`src/rtl/alu_cc_pkg.sv`:
```
package alu_cc_pkg;
    localparam int unsigned SEL_W = 4;

    typedef enum logic [SEL_W-1:0] {
        OP_ADD = 4'd0,
        OP_SUB = 4'd1,
        OP_AND = 4'd2,
        OP_XOR = 4'd3
    } op_e;

    typedef enum logic [SEL_W-1:0] {
        BR_ALWAYS = 4'd0,
        BR_LE     = 4'd1,
        BR_LT     = 4'd2,
        BR_EQ     = 4'd3,
        BR_NE     = 4'd4,
        BR_GE     = 4'd5,
        BR_GT     = 4'd6
    } br_e;

    typedef enum logic {
        CC_HOLD    = 1'b0,
        CC_CAPTURE = 1'b1
    } cc_act_e;

    typedef struct packed {
        logic ovf;
        logic zero;
        logic neg;
    } flags_t;

    localparam flags_t FLAGS_RESET = '{ovf: 1'b0, zero: 1'b1, neg: 1'b0};
endpackage

```
`src/rtl/alu_datapath.sv`:
```
module alu_datapath
    import alu_cc_pkg::*;
#(
    parameter int unsigned WIDTH = 32
) (
    input  logic [SEL_W-1:0] op_sel,
    input  logic [WIDTH-1:0] src_a,
    input  logic [WIDTH-1:0] src_b,
    output logic [WIDTH-1:0] result,
    output flags_t           flags_nxt,
    output logic             op_valid
);
    localparam int unsigned MSB = WIDTH - 1;

    logic [WIDTH-1:0] sum;
    logic [WIDTH-1:0] diff;
    logic             add_ovf;
    logic             sub_ovf;

    assign sum     = src_b + src_a;
    assign diff    = src_b - src_a;
    assign add_ovf = (src_a[MSB] == src_b[MSB]) && (sum[MSB] != src_b[MSB]);
    assign sub_ovf = (src_a[MSB] != src_b[MSB]) && (diff[MSB] != src_b[MSB]);

    always_comb begin
        result   = '0;
        op_valid = 1'b1;
        flags_nxt.ovf = 1'b0;
        unique case (op_sel)
            OP_ADD: begin
                result        = sum;
                flags_nxt.ovf = add_ovf;
            end
            OP_SUB: begin
                result        = diff;
                flags_nxt.ovf = sub_ovf;
            end
            OP_AND:  result = src_b & src_a;
            OP_XOR:  result = src_b ^ src_a;
            default: op_valid = 1'b0;
        endcase
        flags_nxt.zero = (result == '0);
        flags_nxt.neg  = result[MSB];
    end
endmodule

```
`src/rtl/cc_register.sv`:
```
module cc_register
    import alu_cc_pkg::*;
(
    input  logic   clk,
    input  logic   rst_n,
    input  logic   wr_req,
    input  flags_t flags_nxt,
    output flags_t flags_q
);
    cc_act_e act;

    always_comb begin
        act = wr_req ? CC_CAPTURE : CC_HOLD;
    end

    always_ff @(posedge clk or negedge rst_n) begin
        if (!rst_n) begin
            flags_q <= FLAGS_RESET;
        end else begin
            unique case (act)
                CC_CAPTURE: flags_q <= flags_nxt;
                CC_HOLD:    flags_q <= flags_q;
                default:    flags_q <= flags_q;
            endcase
        end
    end
endmodule

```
`src/rtl/branch_eval.sv`:
```
module branch_eval
    import alu_cc_pkg::*;
(
    input  logic [SEL_W-1:0] br_sel,
    input  flags_t           flags_q,
    output logic             taken
);
    logic lt;

    assign lt = flags_q.neg ^ flags_q.ovf;

    always_comb begin
        taken = 1'b0;
        unique case (br_sel)
            BR_ALWAYS: taken = 1'b1;
            BR_LE:     taken = lt | flags_q.zero;
            BR_LT:     taken = lt;
            BR_EQ:     taken = flags_q.zero;
            BR_NE:     taken = ~flags_q.zero;
            BR_GE:     taken = ~lt;
            BR_GT:     taken = ~lt & ~flags_q.zero;
            default:   taken = 1'b0;
        endcase
    end
endmodule

```
`src/rtl/alu_cc_unit.sv`:
```
module alu_cc_unit
    import alu_cc_pkg::*;
#(
    parameter int unsigned WIDTH = 32
) (
    input  logic             clk,
    input  logic             rst_n,
    input  logic [3:0]       op_sel,
    input  logic [WIDTH-1:0] src_a,
    input  logic [WIDTH-1:0] src_b,
    input  logic             cc_wr,
    input  logic [3:0]       br_sel,
    output logic [WIDTH-1:0] result,
    output logic             ovf,
    output logic             zero,
    output logic             neg,
    output logic             br_taken
);
    flags_t flags_nxt;
    flags_t flags_q;
    logic   op_valid;

    alu_datapath #(.WIDTH(WIDTH)) u_dp (
        .op_sel    (op_sel),
        .src_a     (src_a),
        .src_b     (src_b),
        .result    (result),
        .flags_nxt (flags_nxt),
        .op_valid  (op_valid)
    );

    cc_register u_cc (
        .clk       (clk),
        .rst_n     (rst_n),
        .wr_req    (cc_wr & op_valid),
        .flags_nxt (flags_nxt),
        .flags_q   (flags_q)
    );

    branch_eval u_br (
        .br_sel  (br_sel),
        .flags_q (flags_q),
        .taken   (br_taken)
    );

    assign ovf  = flags_q.ovf;
    assign zero = flags_q.zero;
    assign neg  = flags_q.neg;
endmodule

```
`config.mk`:
```
export PLATFORM = sky130hd
export DESIGN_NAME = alu_cc_unit
export DESIGN_NICKNAME = d
export VERILOG_FILES = /design/src/rtl/alu_cc_pkg.sv /design/src/rtl/alu_datapath.sv /design/src/rtl/cc_register.sv /design/src/rtl/branch_eval.sv /design/src/rtl/alu_cc_unit.sv
export SDC_FILE = /design/constraint.sdc
export NUM_CORES = 1
export LEC_CHECK = 0
export ABC_AREA = 1
export BUFFER_PORTS_ARGS = -buffer_cell sky130_fd_sc_hd__buf_4
export CAP_MARGIN = 5
export CORE_MARGIN = 2
export CORE_UTILIZATION = 55
export CTS_CLUSTER_SIZE = 16
export DETAILED_ROUTE_END_ITERATION = 8
export GPL_ROUTABILITY_DRIVEN = 0
export GPL_TIMING_DRIVEN = 1
export PLACE_DENSITY = 0.81
export SLEW_MARGIN = 20
export SYNTH_ARGS = -nofsm -noshare
export SYNTH_HDL_FRONTEND = slang
export SYNTH_HIERARCHICAL = 1
export SYNTH_SLANG_ARGS = --single-unit
```
`constraint.sdc`:
```
create_clock -name clk -period 3.2 [get_ports clk]
set_clock_uncertainty 0.05 [all_clocks]
set_input_delay 0.48 -clock clk [delete_from_list [all_inputs] [get_ports clk]]
set_output_delay 0.48 -clock clk [all_outputs]
set_load 0.02 [all_outputs]
```
==> run_results.csv <==
group,metric,value,unit
global_route,grt_pass1_wl,34.7,mm
finish,final_util,65.8,%
floorplanning,die_height,112,um
timing,relSlewSlack,65.3,%
yosys,async_flop_share,100,%
finish,largest_register,"u_cc/flags_q",
floorplanning,start_util,56.4,%
drt,ant_nets,0,
pwr,power.density,212,mW/mm^2
worst_setup_path,end_kind,"output port",
cts,cts_buffer_depth,2,
drt,drc,0,
timing,slew_violations,0,
global_route,grt_util_all_layers,33.2,%
global_route,grt_pass1_vias,7296,
worst_setup_path,critical_path_class,"input pin to output port",
timing,finalCriticalPeriod,3.11,ns
finish,final_common_cell,"nand2_1",
timing,worstMarginPinSlew,0.519,ns
yosys,synth_xor_xnor_area_share,0.272,%
yosys,netlist.area_leader.share,21.2,%
yosys,synth_compound_area_share,11.8,%
drt,vias_per_cell,5.55,
placed_design,io_buffer_count,110,
cts,htreeDepth,1,
worst_setup_path,slowest_delay,0.37,ns
cts,cts_sinks,3,
placed_design,placed_area,0.00736,sq mm
floorplanning,placementRows,39,
yosys,synth_seq_area_share,1.18,%
yosys,synth_ff_type,"dfrtp_1",
yosys,syn-cell-area,0.00644,sq mm
finish,fin_nets,1457,
yosys,netlist_instances,1215,
timing,final-setup-viol-count,0,
cts,clk_latency,0.23,ns
run,max_cap_violations,0,
finish,final_cells,1458,
pwr,p_leak,0.00434,uW
floorplanning,die_w,112,um
hold_path,hp-class,"register to register",
timing,final-hold-violation-count,0,
floorplanning,core,0.0114,sq mm
yosys,synth_area_leader_cell,"nand2_1",
finish,final_cell_mix,"362 x nand2_1, 220 x inv_1, 136 x nand3_1",
cts,cts_root_buffer,"clkbuf_16",
yosys,synth_top_family_by_area,"simple AND/OR/NAND/NOR gates",
timing,clock.fmax,321,MHz
pwr,finalPower,1590,uW
timing,fin_crit_sh,97.3,%
worst_setup_path,path_common_cell,"nand2_1",
finish,postLayoutCellArea,0.00751,sq mm
worst_setup_path,startpoint_type,"input pin",
yosys,synth_edf_count,0,
cts,cts_buffers,3,
timing,rsz0062_at_grt,"yes",
placed_design,dp_cells,1453,
floorplanning,io_pins,111,
worst_setup_path,path_cells,"buf_4 > ha_1 > fa_2 > inv_2 > nand3_2 > nand2_2 > nand2_1 > nand2_2 > nand2_1 > nand2_2 > nand2_1 > nand2_1 > nand2_1 > nand3_1 > nand2_1 > nor2_4 > inv_1 > buf_4",
global_route,grt-ovfl-total,0,
worst_setup_path,cp_data_arrival_time,2.58,ns
finish,drive_above_1_share,22.7,%
yosys,synth.area.top_cells,"nand2_1 21%, inv_1 13%, ha_1 12%, nand3_1 11%, nor2_1 5.2%",
cts,clk_pin_slew,0.03,ns
worst_setup_path,ff2ff_path_depth,2,
yosys,synth_warnings,6,
floorplanning,die_area,0.0126,sq mm
outcome,status,"complete, no violations",
yosys,synth-seq-cells,3,
placed_design,place_hpwl,18.0,mm
finish,n_antenna_cell,0,
global_route,grt_max_degree,25,
worst_setup_path,cp.required,2.67,ns
drt,detail_route.wl_per_cell,14.8,um
drt,drtIter0Drc,956,
yosys,synth.avg_cell_area,5.30,sq um
finish,largest_register_ffs,3,
hold_path,whs_path_depth,2,
yosys,synth.distinct_cells,42,
pwr,irDropWorstVdd,0.355,mV
worst_setup_path,slowest_stage,"fa_2",
drt,first_pass_iters,7,
global_route,antenna_found_initial,0,
worst_setup_path,critical_path.max_fanout,4,
drt,wl,21.5,mm
finish,top_regs,"u_cc/flags_q (3)",
yosys,synthAdderAreaFrac,13.1,%
yosys,synth_simple_gate_area_share,53.9,%
yosys,synth.area.mux_share,0,%
finish,area_delta_synth_final,16.6,%
cts,cts_tree,"built",
yosys,syn_nets,1356,
drt,vias,8096,
==> path summary, 6_finish.rpt <==
check	start	slack, ns	endpoint
worst min register to register	u_cc/flags_q[1]$_DFFE_PN1P_	0.44	u_cc/flags_q[1]$_DFFE_PN1P_
worst min-delay path	u_cc/flags_q[1]$_DFFE_PN1P_	0.44	u_cc/flags_q[1]$_DFFE_PN1P_
min in group asynchronous	rst_n	0.55	u_cc/flags_q[0]$_DFFE_PN0P_
worst max-delay path	src_a[0]	0.09	result[28]
worst max register to register	u_cc/flags_q[1]$_DFFE_PN1P_	2.43	u_cc/flags_q[1]$_DFFE_PN1P_
max in group asynchronous	rst_n	2.36	u_cc/flags_q[1]$_DFFE_PN1P_
==> worst max-delay path, delay by kind of cell <==
kind | cells | cell delay (ns)
adder cells (fa/ha/maj) | 2 | 0.58
buffers and inverters | 4 | 0.43
AND/OR/NAND/NOR | 12 | 1.08
==> per-stage QoR <==
stage	setup slack (ns)	hold WS [ns]	setup TNS, ns
detailed placement	0.00810	0.224	0
global placement	0.0377	0.221	0
CTS	0.0392	0.443	0
finish	0.0862	0.442	0
global route	-0.0147	0.472	-0.0209
floorplan	0.575	0.134	0
==> repair_timing <==
action                                  4_1_cts  5_1_grt
pin swaps                                     0        3
hold buffers                                  1        0
buffers inserted                              0        0
gates resized for setup                       1       19
endpoints found under the setup margin        1        7
endpoints found under the hold margin         2        0
==> synth_stat cells, types with 2 or more instances <==
master      n
nand3b_4    2
nand3_2    17
clkbuf_1    2
ha_1       64
a21oi_2    14
nand4_1    19
o22ai_1    25
nor2_2     28
inv_2      30
o21bai_1   11
o21ai_1     7
nor2_8      2
buf_6      16
a21oi_1    39
o21ai_0    21
inv_1     222
nand3b_1   13
o211ai_1    2
o21ai_2     2
buf_4       9
dfrtp_1     2
fa_1        2
xor2_1      2
buf_2      13
nand3_1   138
nand2_1   364
nand2_2    27
nor3_1      5
nand2_4     3
and2_1      2
nor3_2      4
nor2_1     89
nor2_4     10
==> metal layers <==
metal	track usage, %	up-vias	part of all wire, %
li1	-	4000	-
met1	45.8	3529	42
met2	52.9	504	43
met3	6.05	63	12
met4	9.84	0	3.0
met5	0	-	0
==> power breakdown <==
group	switching, uW	internal [uW]
Combinational	858	480
Sequential	3.27	41.7
Clock	44.1	165
Total	906	687
==> kinds of logic (layout without fill, tap and decap cells) <==
| group | Yosys count | after routing |
|---|---|---|
| AND/OR/NAND/NOR | 726 | 726 |
| AO/OA/AOI/OAI | 124 | 124 |
| flip-flops | 3 | 3 |
| adder cells (fa/ha/maj) | 66 | 66 |
| buffers and inverters | 294 | 394 |
| XOR/XNOR | 2 | 2 |
==> area by class of cell <==
class,count,area [sq um]
multi-input combinational,918,5150
fill,1165,3910
timing repair buffer,136,1080
inverter,254,956
tap,143,179
clock buffer,4,78.8
sequential,3,76.3
Power figures use the tool's default switching activity.
